**src/rtl/hecc_pkg.sv**
```systemverilog
package hecc_pkg;
    parameter int WORD_W   = 32;
    parameter int BLK_LOG2 = 16;

    localparam int OFS_W     = $clog2(WORD_W);
    localparam int ADDR_W    = BLK_LOG2 - OFS_W;
    localparam int PAR_W     = BLK_LOG2;
    localparam int CNT_W     = ADDR_W + 1;
    localparam int MAX_WORDS = 1 << ADDR_W;

    typedef struct packed {
        logic [PAR_W-1:0] even;
        logic             total;
    } par_acc_t;

    // Lanes whose offset has bit j equal to zero
    function automatic logic [WORD_W-1:0] lane_mask(input int j);
        logic [WORD_W-1:0] m;
        for (int b = 0; b < WORD_W; b++) begin
            m[b] = ((b >> j) & 1) == 0;
        end
        return m;
    endfunction
endpackage

```
**src/rtl/hecc_word_par.sv**
```systemverilog
module hecc_word_par
    import hecc_pkg::*;
(
    input  logic [WORD_W-1:0] data_i,
    output logic [OFS_W-1:0]  low_par_o,
    output logic              word_par_o
);
    for (genvar j = 0; j < OFS_W; j++) begin : g_low
        assign low_par_o[j] = ^(data_i & lane_mask(j));
    end
    assign word_par_o = ^data_i;
endmodule

```
**src/rtl/hecc_ctrl.sv**
```systemverilog
module hecc_ctrl
    import hecc_pkg::*;
(
    input  logic              clk,
    input  logic              rst,
    input  logic              start_i,
    input  logic              valid_i,
    input  logic              end_i,
    output logic              accept_o,
    output logic [ADDR_W-1:0] addr_o,
    output logic              done_o,
    output logic              overflow_o
);
    logic [CNT_W-1:0] cnt_q;
    logic             full;

    assign full     = cnt_q[CNT_W-1];
    assign addr_o   = cnt_q[ADDR_W-1:0];
    assign accept_o = valid_i && !done_o && !full && !start_i;

    always_ff @(posedge clk) begin
        if (rst || start_i) begin
            cnt_q      <= '0;
            done_o     <= 1'b0;
            overflow_o <= 1'b0;
        end else begin
            if (valid_i && !done_o) begin
                if (!full) cnt_q <= cnt_q + 1'b1;
                else       overflow_o <= 1'b1;
            end
            if (end_i) done_o <= 1'b1;
        end
    end
endmodule

```
**src/rtl/hecc_accum.sv**
```systemverilog
module hecc_accum
    import hecc_pkg::*;
(
    input  logic              clk,
    input  logic              rst,
    input  logic              clear_i,
    input  logic              accept_i,
    input  logic [ADDR_W-1:0] addr_i,
    input  logic [OFS_W-1:0]  low_par_i,
    input  logic              word_par_i,
    output par_acc_t          acc_o
);
    par_acc_t nxt;

    assign nxt.even[OFS_W-1:0] = acc_o.even[OFS_W-1:0] ^ low_par_i;
    for (genvar k = 0; k < ADDR_W; k++) begin : g_high
        assign nxt.even[OFS_W+k] = acc_o.even[OFS_W+k] ^ (word_par_i & ~addr_i[k]);
    end
    assign nxt.total = acc_o.total ^ word_par_i;

    always_ff @(posedge clk) begin
        if (rst || clear_i) acc_o <= '0;
        else if (accept_i)  acc_o <= nxt;
    end
endmodule

```
**src/rtl/hamming_parity_gen.sv**
```systemverilog
module hamming_parity_gen
    import hecc_pkg::*;
(
    input  logic              clk,
    input  logic              rst,
    input  logic              start_i,
    input  logic              valid_i,
    input  logic [WORD_W-1:0] data_i,
    input  logic              end_i,
    output logic [PAR_W-1:0]  even_par_o,
    output logic [PAR_W-1:0]  odd_par_o,
    output logic              total_par_o,
    output logic              done_o,
    output logic              overflow_o
);
    logic [OFS_W-1:0]  low_par;
    logic              word_par;
    logic              accept;
    logic [ADDR_W-1:0] addr;
    par_acc_t          acc;

    hecc_word_par u_wp (
        .data_i     (data_i),
        .low_par_o  (low_par),
        .word_par_o (word_par)
    );

    hecc_ctrl u_ctrl (
        .clk        (clk),
        .rst        (rst),
        .start_i    (start_i),
        .valid_i    (valid_i),
        .end_i      (end_i),
        .accept_o   (accept),
        .addr_o     (addr),
        .done_o     (done_o),
        .overflow_o (overflow_o)
    );

    hecc_accum u_acc (
        .clk        (clk),
        .rst        (rst),
        .clear_i    (start_i),
        .accept_i   (accept),
        .addr_i     (addr),
        .low_par_i  (low_par),
        .word_par_i (word_par),
        .acc_o      (acc)
    );

    assign even_par_o  = acc.even;
    assign total_par_o = acc.total;
    for (genvar p = 0; p < PAR_W; p++) begin : g_odd
        assign odd_par_o[p] = acc.even[p] ^ acc.total;
    end
endmodule

```
**config.mk**
```make
export PLATFORM = sky130hd
export DESIGN_NAME = hamming_parity_gen
export DESIGN_NICKNAME = d
export VERILOG_FILES = /design/src/rtl/hecc_pkg.sv /design/src/rtl/hecc_word_par.sv /design/src/rtl/hecc_ctrl.sv /design/src/rtl/hecc_accum.sv /design/src/rtl/hamming_parity_gen.sv
export SDC_FILE = /design/constraint.sdc
export NUM_CORES = 1
export LEC_CHECK = 0
export BUFFER_PORTS_ARGS = -buffer_cell sky130_fd_sc_hd__buf_4
export CAP_MARGIN = 20
export CORE_ASPECT_RATIO = 1.1
export CORE_MARGIN = 8
export CORE_UTILIZATION = 29
export DETAILED_ROUTE_END_ITERATION = 10
export PLACE_DENSITY = 0.57
export SYNTH_ARGS = -nofsm -noshare
export SYNTH_HDL_FRONTEND = slang
export SYNTH_HIERARCHICAL = 1
export SYNTH_SLANG_ARGS = --single-unit
```
**constraint.sdc**
```tcl
create_clock -name clk -period 6.6 [get_ports clk]
set_input_delay 0.66 -clock clk [delete_from_list [all_inputs] [get_ports clk]]
set_output_delay 0.66 -clock clk [all_outputs]
set_load 0.01 [all_outputs]
```
==> impl_results.md, run 1 <==
* Worst reg2reg startpoint: u_ctrl/done_o$_SDFFE_PP0P_
* Slew Limit Headroom at 0.406
* Fraction of layout instances using a drive strength above 1 at 0.342
* Wirelength per Cell at 13.3 um
* Arr. time, crit path at 2.87 ns
* Comb pwr share at 0.482
* Hold Buf Count CTS at 0
* IO Count at 72
* Peak VDD IR at 0.0823 mV
* Root buffer cell: clkbuf_8
* CP max stage delay at 0.68 ns
* Mean Syn Cell Area at 9.65 um2
* First-pass GRT wire length at 8870 um
* Critical Path Stages at 8
* Vias in the first global route at 1,833
* Routed wire length at 5420 um
* Final Skew at 0.00751 ns
* Fin crit share at 0.408
* Core footprint at 7910 um2
* Die Span X at 102 um
* Final setup viols at 0
* Sw frac at 0.357
* Syn_nets at 283
* P_int at 0.461 mW
* Slowest CP cell: xor3_1
* PostCTS Resize Cnt at 0
* PD cells at 242 nW/um2
* Routed via count at 1,851
* Hold Vio Cnt, Final at 0
* Top delay family on crit path: XOR/XNOR gates
* Mapped Cells at 245
* CTS Buf Count at 5
* Worst-path cell chain: buf_4, xor2_1, xnor2_1, xnor2_1, xnor2_1, xor3_1, nand3b_1, mux2_4
* DIE HEIGHT at 111 um
* R2r endpoint: u_acc/acc_o[15]$_SDFFE_PP0P_
* Vias per cell at 4.53
* Slew @ Worst Pin at 0.890 ns
* FF+latch count, synth at 31
* Port Buffers at 71
* Most frequent CP cell: xnor2_1
* Clk_lat worst skew at 0.28 ns
* Grt ovf at 0
* Hold Crit Start: u_ctrl/overflow_o$_SDFFE_PP0P_
* Status: complete, no violations
* R2R depth at 5
* Antenna viol nets, final at 0
* Iteration-0 DRC Markers at 90
* Filler cells at 820
* Initial Util at 0.299
* NetSw at 0.256 mW
* FMAX at 0.371 GHz
* Clock sinks at 31
* R2r setup slk at 4.93 ns
* Detailed Place HPWL at 4270 um
* CP Launch Type: input port
* Fin crit period at 2.69 ns
* Critical path required time at 6.77 ns
* H-tree depth at 2
* CP Class: in -> reg
* Final net count at 339
* Reg clk slew, reported paths at 0.07 ns
* Gpl congestion at 0.713
* Post-Route Setup TNS at 0 ns
* Post-synthesis sequential area ratio at 0.263
* Critical path buffers and inverters at 1
* Clock share of power at 0.211
* Hold Path Cell Cnt at 2
* Area delta synth->final at 25.1%
* Hold Path Sink: u_ctrl/overflow_o$_SDFFE_PP0P_
* Maxcap violations at 0
* Post-CTS setup buffer count at 0
* Num rows at 34
* Sequential power share at 0.308
* Clk buf depth at 2
* Global Route Usage Sum at 0.0965
* Cell Area, Synth at 2360 um2
* YS warnings at 6
* DRC at 0
* Hold WS at 0.482 ns
* Worst min-delay path class: reg -> reg
* Commonest non-fill, non-tap cell in the layout: buf_4
* Antenna diode count at 0
* CP Capture Type: flop
* Initial DRT Pass Iterations at 5
* Asr flop ratio synth at 0
* Pin count of the biggest net entering global routing at 30
* CTS tree: built
* Number of flops mapped to enable cells by yosys at 0
* CP max FO at 13
* Initial antenna violation count at 0
* Max-slew violations at 0
* Total leakage power at 1.25 nW
* Ys flop type: dfxtp_1
* Die footprint at 11,300 um2
* Unique masters post-synth at 41
* Most frequent cells in the layout: 72 x buf_4, 43 x xnor2_1, 31 x dfxtp_1
* RSZ-0062 raised after global routing: no
==> layout make-up <==
type	count	area (um2)	share of cell area
multi-input combinational	187	1560	0.527
sequential	31	621	0.210
timing repair buffer	72	541	0.183
tap	108	135	0.0457
clock buffer	6	82.6	0.0279
inverter	4	15.0	0.00508
clock inverter	1	5.00	0.00169
==> sequential cells by signal, summed over array words and instances, names as in the netlist <==
signal and count:
u_acc/acc_o 17, u_ctrl/cnt_q 12, u_ctrl/done_o 1, u_ctrl/overflow_o 1
==> power groups by stage <==
stage | Clock, mW | Combinational (mW) | Sequential, mW
finish | 0.151 | 0.345 | 0.221
global route | 0.164 | 0.376 | 0.224
CTS | 0.154 | 0.350 | 0.221
detailed placement | 0 | 0.349 | 0.225
global placement | 0 | 0.340 | 0.224
floorplan | 0 | 0.252 | 0.223
==> worst min-delay path: cells and delay by family, from the launching register on <==
kind,cells,cell delay (ns)
and+or+nand+nor,1,0.07
DFF,1,0.33
AOI/OAI and AO/OA,1,0.05
==> cell families after synthesis <==
kind of cell	count (synthesis)	synth area share
fa+ha+maj	1	0.00529
mux	15	0.0821
compound gates	24	0.0715
xor+xnor	73	0.295
buf+inv	27	0.0783
flops	31	0.263
simple gates	74	0.205
==> synth_stat cells (2+ instances only) <==
library cell / count / area share
a21bo_2: 6 / 0.025
a21oi_1: 10 / 0.021
buf_2: 5 / 0.011
buf_4: 12 / 0.038
buf_6: 2 / 0.0095
clkbuf_1: 2 / 0.0032
dfxtp_1: 31 / 0.26
inv_1: 4 / 0.0064
mux2_2: 3 / 0.014
mux2_4: 8 / 0.051
mux2i_1: 4 / 0.017
nand2_1: 6 / 0.0095
nand3_1: 2 / 0.0042
nand3b_1: 17 / 0.054
nor2_1: 6 / 0.0095
nor3_1: 12 / 0.025
nor3b_1: 11 / 0.035
nor4_1: 4 / 0.011
o21a_1: 3 / 0.0095
o31ai_1: 4 / 0.013
or3_1: 3 / 0.0079
or4_1: 4 / 0.013
xnor2_1: 43 / 0.16
xnor2_2: 2 / 0.014
xor2_1: 24 / 0.089
xor2_2: 2 / 0.014
==> per-stage QoR <==
step	power (mW)	worst slack (ns)	std cells	util	area (um2)
after detailed placement	0.575	3.59	402	0.363	2870
final	0.717	3.91	409	0.374	2960
after global routing	0.764	3.77	409	0.374	2960
after CTS	0.726	3.89	409	0.374	2960
after floorplan	0.474	3.99	245	-	2360
after global placement	0.564	3.69	402	0.363	2870
==> how the worst max path moves through the flow <==
stage	startpoint	to	slack [ns]
after CTS	data_i[5]	u_acc/acc_o[15]$_SDFFE_PP0P_	3.89
after global placement	data_i[9]	u_acc/acc_o[9]$_SDFFE_PP0P_	3.69
after detailed placement	data_i[5]	u_acc/acc_o[15]$_SDFFE_PP0P_	3.59
after global routing	data_i[9]	u_acc/acc_o[15]$_SDFFE_PP0P_	3.77
after floorplan	data_i[9]	u_acc/acc_o[12]$_SDFFE_PP0P_	3.99
final	data_i[5]	u_acc/acc_o[15]$_SDFFE_PP0P_	3.91
==> metal layers <==
layer  vias up  global-route usage  part of all wire
met5         -                   0                 0
met2        37               0.165              0.51
met1       864               0.114              0.43
met3         2              0.0220             0.048
met4         0              0.0294            0.0077
li1        948                   -                 -
Note: power is estimated with default switching activity, not from simulation.
==> inputs of run 2 (changes only) <==
- PLACE_DENSITY: 0.57 -> 0.59
- clock period: 6.6 -> 2.4 ns (I/O delays scaled with it)
==> run 2 against run 1 <==
  * Die area unchanged
  * Core utilization up 0.49 points
  * Hold slack lost 0.33 ns
  * Sequential cell count unchanged
  * Critical path depth unchanged
  * Non-clock buffer count is 6 higher
  * Clock skew about the same
==> impl_results.md, run 2 (synthesis gave the netlist of run 1 again) <==
* Status: complete, no violations
* CTS tree: built
* PD cells at 660 nW/um2
* Final net count at 345
* Core footprint at 7910 um2
* FF/Latch Area at 621 um2
* IO Count at 72
* Finished Layout Cells at 416
* Multi-input gate area at 1560 um2
* RSZ-0062 raised after global routing: no
* Area delta synth->final at 26.7%
* Pre-CTS WS at -0.144 ns
* Vias in the first global route at 1,862
* CP Class: in -> reg
* Commonest non-fill, non-tap cell in the layout: buf_4
* Routed wire length at 5420 um
* Port Buffers at 71
* Final Skew at 0.00754 ns
* Filler cells at 817
* Antenna diode count at 0
* NetSw at 0.710 mW
* Worst-path cell chain: buf_4, xor2_1, xnor2_1, xnor2_1, xnor2_1, xor3_1, nand3b_1, mux2_4
* Pin count of the biggest net entering global routing at 30
* Routed via count at 1,833
* Placed insts at 408
* CP Launch Type: input port
* Fin crit period at 2.20 ns
* Root buffer cell: clkbuf_8
* Vias per cell at 4.41
* Post-CTS setup buffer count at 0
* DIE HEIGHT at 111 um
* Initial Util at 0.299
* Worst min-delay path class: in -> reg
* CP Capture Type: flop
* CP max stage delay at 0.67 ns
* Global Route Usage Sum at 0.0954
* Hold WS at 0.150 ns
* Fin crit share at 0.917
* Largest registers: u_acc/acc_o x17, u_ctrl/cnt_q x12
* Most frequent CP cell: xnor2_1
* PostCTS Resize Cnt at 0
* Sw frac at 0.359
* Slowest CP cell: xor3_1
* Hold Vio Cnt, Final at 0
* First-pass GRT wire length at 8650 um
* Max FFs per register at 17
* Die footprint at 11,300 um2
* Slew @ Worst Pin at 0.494 ns
* Post-Route Setup TNS at 0 ns
* Clk buf depth at 2
* P_int at 1.27 mW
* Initial DRT Pass Iterations at 3
* Design Power at 1.98 mW
* Total leakage power at 1.27 nW
* Fraction of layout instances using a drive strength above 1 at 0.351
* Utilization after layout at 0.379
* Gpl congestion at 0.729
* FMAX at 0.455 GHz
* Num rows at 34
* R2R depth at 5
* Antenna viol nets, final at 0
* Die Span X at 102 um
* Peak VDD IR at 0.213 mV
* Hold Buf Count CTS at 0
* Final setup viols at 0
* Grt ovf at 0
* Max-slew violations at 0
* Top reg by flops: u_acc/acc_o
* Comb pwr share at 0.499
* Iteration-0 DRC Markers at 69
* DRC at 0
* Wirelength per Cell at 13.0 um
* Maxcap violations at 0
* Slew Limit Headroom at 0.670
* DP Area at 2910 um2
* Detailed Place HPWL at 4310 um
* Worst setup margin at 0.200 ns
* Critical path required time at 2.58 ns
* Arr. time, crit path at 2.37 ns
* Clk_lat worst skew at 0.29 ns
* Initial antenna violation count at 0
* Sequential power share at 0.299
* CP max FO at 13
* Clock share of power at 0.202
* Reg clk slew, reported paths at 0.07 ns
* H-tree depth at 2
* CTS Buf Count at 5
* Clock sinks at 31
* Post-layout instance area at 3000 um2
* Most frequent cells in the layout: 78 x buf_4, 43 x xnor2_1, 31 x dfxtp_1
* Hold Path Cell Cnt at 3
## run 2: final timing paths
path | to | start | slack, ns
max | u_acc/acc_o[6]$_SDFFE_PP0P_ | data_i[5] | 0.20
min | u_ctrl/done_o$_SDFFE_PP0P_ | end_i | 0.15
max reg2reg | u_acc/acc_o[13]$_SDFFE_PP0P_ | u_ctrl/cnt_q[11]$_SDFFE_PP0P_ | 0.73
min reg2reg | u_ctrl/overflow_o$_SDFFE_PP0P_ | u_ctrl/overflow_o$_SDFFE_PP0P_ | 0.49
## run 2: routing by layer
layer,global-route usage,share of wire,routed length [um]
met1,0.0996,0.41,2250
met3,0.0276,0.061,331
met5,0,0,0
met4,0.0353,0.014,77
met2,0.173,0.51,2770
## run 2: final cells by class
| class | instances | share of cell area |
|---|---|---|
| multi-input cells | 187 | 0.520 |
| flip-flops and latches | 31 | 0.207 |
| repair buffers | 78 | 0.195 |
| inverters | 4 | 0.00501 |
| well taps | 108 | 0.0451 |
| clock inverters | 1 | 0.00167 |
| clock buffers | 7 | 0.0255 |
## run 2: power by group through the flow
stage               combinational, mW  sequential, mW  clock [mW]
global route                     1.07           0.597       0.438
finish                          0.986           0.591       0.399
global placement                0.983           0.601           0
detailed placement               1.00           0.603           0
floorplan                       0.692           0.613           0
CTS                              1.01           0.592       0.413
## run 2: worst max-delay path: cells and delay by family
kind | cells | cell delay, ns
and+or+nand+nor | 1 | 0.22
buffers and inverters | 1 | 0.11
muxes | 1 | 0.31
xor gates and xnor gates | 5 | 1.49
